## config.mk

```make
export PLATFORM = sky130hd
export DESIGN_NAME = ptx_seq
export DESIGN_NICKNAME = d
export VERILOG_FILES = /design/src/rtl/ptx_seq.sv
export SDC_FILE = /design/constraint.sdc
export NUM_CORES = 1
export LEC_CHECK = 0
export BUFFER_PORTS_ARGS = -buffer_cell sky130_fd_sc_hd__buf_2
export CAP_MARGIN = 10
export CORE_ASPECT_RATIO = 1.1
export CORE_MARGIN = 3
export CORE_UTILIZATION = 51
export DETAILED_ROUTE_END_ITERATION = 8
export PLACE_DENSITY = 0.86
export SLEW_MARGIN = 20
export SYNTH_ARGS = -nofsm -noshare
export SYNTH_HDL_FRONTEND = slang
export SYNTH_SLANG_ARGS = --single-unit
```

## constraint.sdc

```tcl
create_clock -name clk -period 3.6 [get_ports clk]
set_input_delay 0.54 -clock clk [delete_from_list [all_inputs] [get_ports clk]]
set_output_delay 0.54 -clock clk [all_outputs]
set_load 0.005 [all_outputs]
```

## src/rtl/ptx_seq.sv

```systemverilog
module ptx_seq #(
  parameter int DW     = 32,
  parameter int NREG   = 4,
  parameter int WS_W   = 3,
  parameter int BEAT_W = 8
) (
  input  logic                        clk,
  input  logic                        rst_n,
  input  logic                        req_start,
  input  logic [DW-1:0]               req_addr,
  input  logic                        req_write,
  input  logic [DW/8-1:0]             req_be_n,
  input  logic                        req_burst,
  input  logic [$clog2(NREG)-1:0]     req_region,
  input  logic [BEAT_W-1:0]           req_beats,
  input  logic [NREG*(WS_W+1)-1:0]    region_cfg,
  input  logic [DW-1:0]               wr_data,
  output logic                        wr_next,
  output logic [DW-1:0]               rd_data,
  output logic                        rd_valid,
  output logic                        done,
  output logic                        lb_attn_n,
  input  logic                        lb_wait_n,
  output logic                        lb_addr_n,
  output logic                        lb_xfer_n,
  output logic                        lb_write,
  output logic                        lb_burst_n,
  output logic [$clog2(NREG)-1:0]     lb_region,
  output logic [DW/8-1:0]             lb_be_n,
  output logic [DW-1:0]               lb_dq_o,
  output logic                        lb_dq_oe,
  input  logic [DW-1:0]               lb_dq_i
);
  localparam int RW = $clog2(NREG);
  localparam int CW = WS_W + 1;
  localparam int BW = DW / 8;

  typedef enum logic [2:0] {S_IDLE, S_ATTN, S_ADDR, S_TURN, S_GAP, S_XFER} st_t;

  st_t             st;
  logic [DW-1:0]   addr_q;
  logic            wr_q, burst_q, en_q;
  logic [BW-1:0]   be_q;
  logic [RW-1:0]   rg_q;
  logic [WS_W-1:0] ws_q, gap_q;
  logic [BEAT_W-1:0] left_q;
  logic [CW-1:0]   cfg_sel;
  st_t             data_nx;

  assign cfg_sel = region_cfg[req_region*CW +: CW];
  assign data_nx = (ws_q == '0) ? S_XFER : S_GAP;

  always_ff @(posedge clk or negedge rst_n) begin
    if (!rst_n) begin
      st       <= S_IDLE;
      addr_q   <= '0;
      wr_q     <= 1'b0;
      burst_q  <= 1'b0;
      en_q     <= 1'b0;
      be_q     <= '1;
      rg_q     <= '0;
      ws_q     <= '0;
      gap_q    <= '0;
      left_q   <= '0;
      rd_data  <= '0;
      rd_valid <= 1'b0;
      done     <= 1'b0;
    end else begin
      rd_valid <= 1'b0;
      done     <= 1'b0;
      case (st)
        S_IDLE: if (req_start) begin
          addr_q  <= req_addr;
          wr_q    <= req_write;
          burst_q <= req_burst;
          be_q    <= req_be_n;
          rg_q    <= req_region;
          en_q    <= cfg_sel[CW-1];
          ws_q    <= cfg_sel[WS_W-1:0];
          left_q  <= (req_burst && req_beats != '0) ? req_beats : BEAT_W'(1);
          st      <= S_ATTN;
        end
        S_ATTN: if (lb_wait_n) begin
          if (en_q) st <= S_ADDR;
          else begin
            st    <= data_nx;
            gap_q <= ws_q;
          end
        end
        S_ADDR: begin
          if (!wr_q && ws_q == '0) st <= S_TURN;
          else begin
            st    <= data_nx;
            gap_q <= ws_q;
          end
        end
        S_TURN: st <= S_XFER;
        S_GAP: begin
          if (gap_q == WS_W'(1)) st <= S_XFER;
          gap_q <= gap_q - 1'b1;
        end
        S_XFER: begin
          if (!wr_q) begin
            rd_valid <= 1'b1;
            rd_data  <= lb_dq_i;
          end
          if (left_q == BEAT_W'(1)) begin
            st   <= S_IDLE;
            done <= 1'b1;
          end else begin
            left_q <= left_q - 1'b1;
            st     <= data_nx;
            gap_q  <= ws_q;
          end
        end
        default: st <= S_IDLE;
      endcase
    end
  end

  logic busy;
  assign busy       = (st != S_IDLE);
  assign lb_attn_n  = !busy;
  assign lb_addr_n  = (st != S_ADDR);
  assign lb_xfer_n  = (st != S_XFER);
  assign lb_write   = busy && wr_q;
  assign lb_burst_n = !(busy && burst_q);
  assign lb_region  = busy ? rg_q : '0;
  assign lb_be_n    = busy ? be_q : '1;
  assign wr_next    = (st == S_XFER) && wr_q;
  assign lb_dq_oe   = (st == S_ADDR) || wr_next;
  assign lb_dq_o    = (st == S_ADDR) ? addr_q : (wr_next ? wr_data : '0);
endmodule

```

# --- Word level (Yosys, flattened, before mapping) ---
# Index checks and enable logic that the tools add are counted.
word_totals:
  register_bits: 92
  inputBits: 132
  output_inout_bits: 79
  elab_cells: 77
classes:
  addsub: 2
  n_eq_ne: 15
  shifts: 1
  muxes: 25
  bitwise: 1
  n_reduce_logical: 20
op_table:
  columns: ["op", "n"]
  rows:
  - ["$mux W32", 2]
  - ["$mux W3", 10]
  - ["$mux W8", 3]
  - ["$pmux W3 S6", 1]
  - ["$pmux W8 S2", 1]
  - ["$shiftx A16 B5 Y4", 1]
  - ["$ne A2 B2 Y1 const B", 6]
  - ["$pmux W3 S4", 1]
  - ["$eq A8 B1 Y1 const B", 1]
  - ["$reduce_bool A8 Y1", 1]
  - ["$sub A8 B1 Y8 const B", 1]
  - ["$eq A3 B1 Y1 const B", 2]
  - ["$eq A3 B2 Y1 const B", 2]
  - ["$eq A3 B3 Y1 const B", 2]
  - ["$logic_not A3 Y1", 2]
  - ["$reduce_and A3 Y1", 2]
  - ["$logic_and A1 B1 Y1", 5]
  - ["$mux W1", 5]
  - ["$reduce_and A5 Y1", 1]
  - ["$mux W4", 1]
  - ["$reduce_and A2 Y1", 2]
  - ["$reduce_bool A4 Y1", 1]
  - ["$logic_not A1 Y1", 3]
  - ["$ne A3 B2 Y1 const B", 1]
  - ["7 further kinds", 7]

# --- Depth between registers and ports, before layout ---
logic_depth:
  depth_word: 5
  depth_mapped: 6
  ltp_nobuf: 6

# --- Worst setup path before layout ---
# Ideal clock, no wire load.
synth_timing:
  kind: "register -> output"
  start: "register st[0]"
  end: "output port lb_dq_o[22]"
  arrival_ps: 1375
  required_time_ps: 3060
  setup_slack_ps: 1685
  path_stages_with_launch: 7
  path_buffers: 3
  path_cell_list: "dfrtp_1 > and3b_1 > buf_4 > and2_1 > buf_2 > buf_2 > a22o_1"
synth_via:
  elab_chain_cells: 4
  elab_cells_between_ends: 5
  classes_between: "2 x eq/ne; 2 x mux; 1 x reduce/logical"
synth_lines:
  columns: ["element", "line", "rtl"]
  rows:
  - ["from (decl)", "40", "st_t st;"]
  - ["from (signal assigned)", "86", "st <= data_nx;"]
  - ["from (signal assigned)", "93", "st <= data_nx;"]
  - ["from (signal assigned)", "112", "st <= data_nx;"]
  - ["$eq A3 B3 Y1", "130", "assign wr_next = (st == S_XFER) && wr_q;"]
  - ["$logic_and A1 B1 Y1", "130", null]
  - ["net wr_next", "18", "output logic wr_next,"]
  - ["$mux W32 (2 in series)", "132", "assign lb_dq_o = (st == S_ADDR) ? addr_q : (wr_next ? wr_data : '0);"]
  - ["to (decl)", "30", "output logic [DW-1:0] lb_dq_o,"]
# The timed path passes the listed nets, and every way through them passes these cells.

# --- Worst setup path in the final report ---
layout_timing:
  start: "register st[0]"
  end: "output port lb_dq_o[31]"
layout_via:
  elab_chain_cells: 4
  elab_cells_between_ends: 5
  classes_between: "2 x eq/ne; 2 x mux; 1 x reduce/logical"
layout_lines:
  columns: ["element", "line"]
  rows:
  - ["$eq A3 B3 Y1", "130"]
  - ["$logic_and A1 B1 Y1", "130"]
  - ["$mux W32", "132"]
  - ["$mux W32 *", "132"]
# Every way passes the cells marked *; elsewhere a longest branch is shown, timed or not.

==> flow_metrics.env <==
export IMPL_outcome="completed"
export IMPL_period_share=0.813
export IMPL_synth_cell_types=63
export IMPL_synth_edf_count=0
export IMPL_netSwitchingPower_mw=1.68
export IMPL_ctsLongestPathBuffers=2
export IMPL_yosys_warnings=0
export IMPL_final_nets=776
export IMPL_p_int_mw=2.70
export IMPL_fill_cells=677
export IMPL_synth_largest_area_cell="dfrtp_1"
export IMPL_cts_reportedPaths_clkPinSlew_ns=0.10
export IMPL_drc=0
export IMPL_synth_avg_cell_area_um2=10.3
export IMPL_fmax_mhz=341
export IMPL_worst_pin_slew_ns=0.888
export IMPL_dp_cells=740
export IMPL_start_util=0.531
export IMPL_antenna_cells=0
export IMPL_tns_ns=0
export IMPL_rsz0062_at_grt="no"
export IMPL_overflow=0
export IMPL_p_seq_frac=0.438
export IMPL_dpl_hpwl_mm=9.29
export IMPL_hp_class="input port to async pin"
export IMPL_yosysMostFrequentCell="nand2_1"
export IMPL_area_delta_synth_final_pct=28.9
export IMPL_drv_slew=0
export IMPL_cts_sinks=92
export IMPL_grt_pass1_vias=4051
export IMPL_fin_skew_ns=0.0138
export IMPL_ff2ff_path_depth=4
export IMPL_viasPerCell=5.28
export IMPL_chipWidth_um=95.7
export IMPL_synth_top_cells_by_area="dfrtp_1 49%, nand2_1 11%, mux2_1 7.7%, a22o_1 6.2%, dfstp_2 2.3%"
export IMPL_cts_setup_buffers=0
export IMPL_antenna_left=0
export IMPL_crit_type="flip-flop to primary output"
export IMPL_grt_max_degree=91
export IMPL_drtPass1Iterations=4
export IMPL_instances_no_fill=756
export IMPL_worstPathArrival_ns=2.39
export IMPL_cts_repair_resized=0
export IMPL_hold_viol=0
export IMPL_h_tree_depth=3
export IMPL_setup_viol=0
export IMPL_cp_max_fo=34
export IMPL_die_h_um=105
export IMPL_syn_inst=438
export IMPL_synth_common_cells="137 x nand2_1, 88 x dfrtp_1, 32 x a22o_1, 31 x mux2_1, 16 x buf_2"
export IMPL_endpoint_kind="primary output"
export IMPL_die_area_mm2=0.0100
export IMPL_power_frac_comb=0.413
export IMPL_ys_seq_area_frac=0.511
export IMPL_syn_num_nets=574
export IMPL_synth_seq_cells=92
export IMPL_p_clk_frac=0.149
export IMPL_coreArea_mm2=0.00850
export IMPL_routedWlPerCell_um=16.0
export IMPL_ys_flop_type="dfrtp_1"
export IMPL_ios=211
export IMPL_fin_crit_ns=2.93
export IMPL_cts_tree="done"
export IMPL_synth_area_mm2=0.00451
export IMPL_synth_async_reset_ratio=1.00
export IMPL_ir_worst_vdd_mv=0.408
export IMPL_drt_wl_total_mm=12.1
export IMPL_num_vias=3994
export IMPL_antenna_found_initial=0
export IMPL_clock_latency_ns=0.35
export IMPL_slew_headroom=0.407
export IMPL_place_ws_ns=1.07
export IMPL_whs_ns=0.223
export IMPL_cap_viol_max_count=0
export IMPL_switching_share=0.385
export IMPL_worstPathRequired_ns=3.06
export IMPL_critPathLaunchType="flip-flop"
export IMPL_leakagePower_nw=3.10
export IMPL_netlist_area_leader_share=0.488
export IMPL_numPortBuffers=210
export IMPL_powerDensity_mw_per_mm2=753
export IMPL_track_usage=0.243
export IMPL_postCtsHoldBufs=0
export IMPL_fin_ws_ns=0.671
export IMPL_gp_congestion=0.929
export IMPL_drt_iter0_markers=180
export IMPL_drive_above_1_share=0.402
export IMPL_cts_buffers=9
export IMPL_row_count=35
export IMPL_cts_root_buf="clkbuf_8"
export IMPL_grt_pass1_wl_mm=18.8
-- per-layer routing --
| metal | track usage | vias to the layer above | share of wire |
|---|---|---|---|
| met5 | 0 | - | 0 |
| met4 | 0.110 | 0 | 0.033 |
| met3 | 0.0490 | 30 | 0.077 |
| met2 | 0.404 | 198 | 0.48 |
| met1 | 0.300 | 1839 | 0.41 |
| li1 | - | 1927 | - |
-- sequential cells by signal, indices dropped and copies added, names as in the netlist, 2 cells and up --
register	flops
ws_q	3
rd_data	32
st	3
rg_q	2
addr_q	32
gap_q	3
left_q	8
be_q	4
-- per-stage QoR --
| stage | total power, mW | area (um^2) | utilization |
|---|---|---|---|
| after detailed placement | 3.76 | 5620 | 0.662 |
| final | 4.38 | 5820 | 0.685 |
| after global routing | 4.76 | 5820 | 0.685 |
| after global placement | 3.66 | 5620 | 0.662 |
| after floorplan | 3.05 | 4510 | - |
| after CTS | 4.42 | 5810 | 0.684 |
-- logic make-up after synthesis --
| group | Yosys count | synth area share |
|---|---|---|
| multiplexers | 39 | 0.107 |
| AND/OR/NAND/NOR | 186 | 0.188 |
| adder cells (fa/ha/maj) | 4 | 0.0111 |
| buffers and inverters | 39 | 0.0457 |
| AO/OA/AOI/OAI | 78 | 0.137 |
| flip-flops | 92 | 0.511 |
-- power groups by stage --
stage          Sequential, mW  Clock (mW)  Combinational (mW)
2_1_floorplan            1.83           0                1.21
3_3_place_gp             1.91           0                1.75
3_5_place_dp             1.94           0                1.82
4_1_cts                  1.92       0.673                1.83
5_1_grt                  1.99       0.725                2.05
6_report                 1.92       0.651                1.81
-- layout by cell type, fill, tap and decap left out, drive strengths merged, types with 3 or more instances in the layout --
master / instances
a21o: 4
a21oi: 8
a22o: 32
a31oi: 5
and2: 3
buf: 218
clkbuf: 10
dfrtp: 88
dfstp: 4
ha: 4
inv: 16
mux2: 34
mux4: 4
nand2: 137
nand3: 4
nor2: 8
nor2b: 6
nor3: 4
nor3b: 3
nor4: 3
o21ai: 5
o22ai: 3
or2: 5
-- critical path, cell delays in order, from the launching register on --
cell     delay (ns)
dfrtp_1        0.69
and3b_1        0.49
and2_1         0.20
buf_4          0.34
a22o_1         0.21
buf_2          0.11
-- final cells by class --
| class | instances | area [um^2] | share of cell area |
|---|---|---|---|
| Multi-Input combinational cell | 307 | 2010 | 0.346 |
| Tap cell | 111 | 139 | 0.0239 |
| Timing Repair Buffer | 218 | 1120 | 0.192 |
| Clock inverter | 6 | 53.8 | 0.00925 |
| Inverter | 12 | 47.5 | 0.00817 |
| Sequential cell | 92 | 2310 | 0.397 |
| Clock buffer | 10 | 138 | 0.0237 |
-- final timing paths --
check | startpoint | slack [ns] | end
worst min-delay path | rst_n | 0.22 | left_q[6]$_DFFE_PN0P_
worst max register to register | st[0]$_DFFE_PN0P_ | 1.05 | rd_data[15]$_DFFE_PN0P_
min in group clk | req_be_n[1] | 0.37 | be_q[1]$_DFFE_PN1P_
worst max-delay path | st[0]$_DFFE_PN0P_ | 0.67 | lb_dq_o[31]
max in group asynchronous | rst_n | 2.74 | be_q[2]$_DFFE_PN1P_
worst min register to register | be_q[3]$_DFFE_PN1P_ | 0.46 | be_q[3]$_DFFE_PN1P_
(Power assumes the default switching activity.)
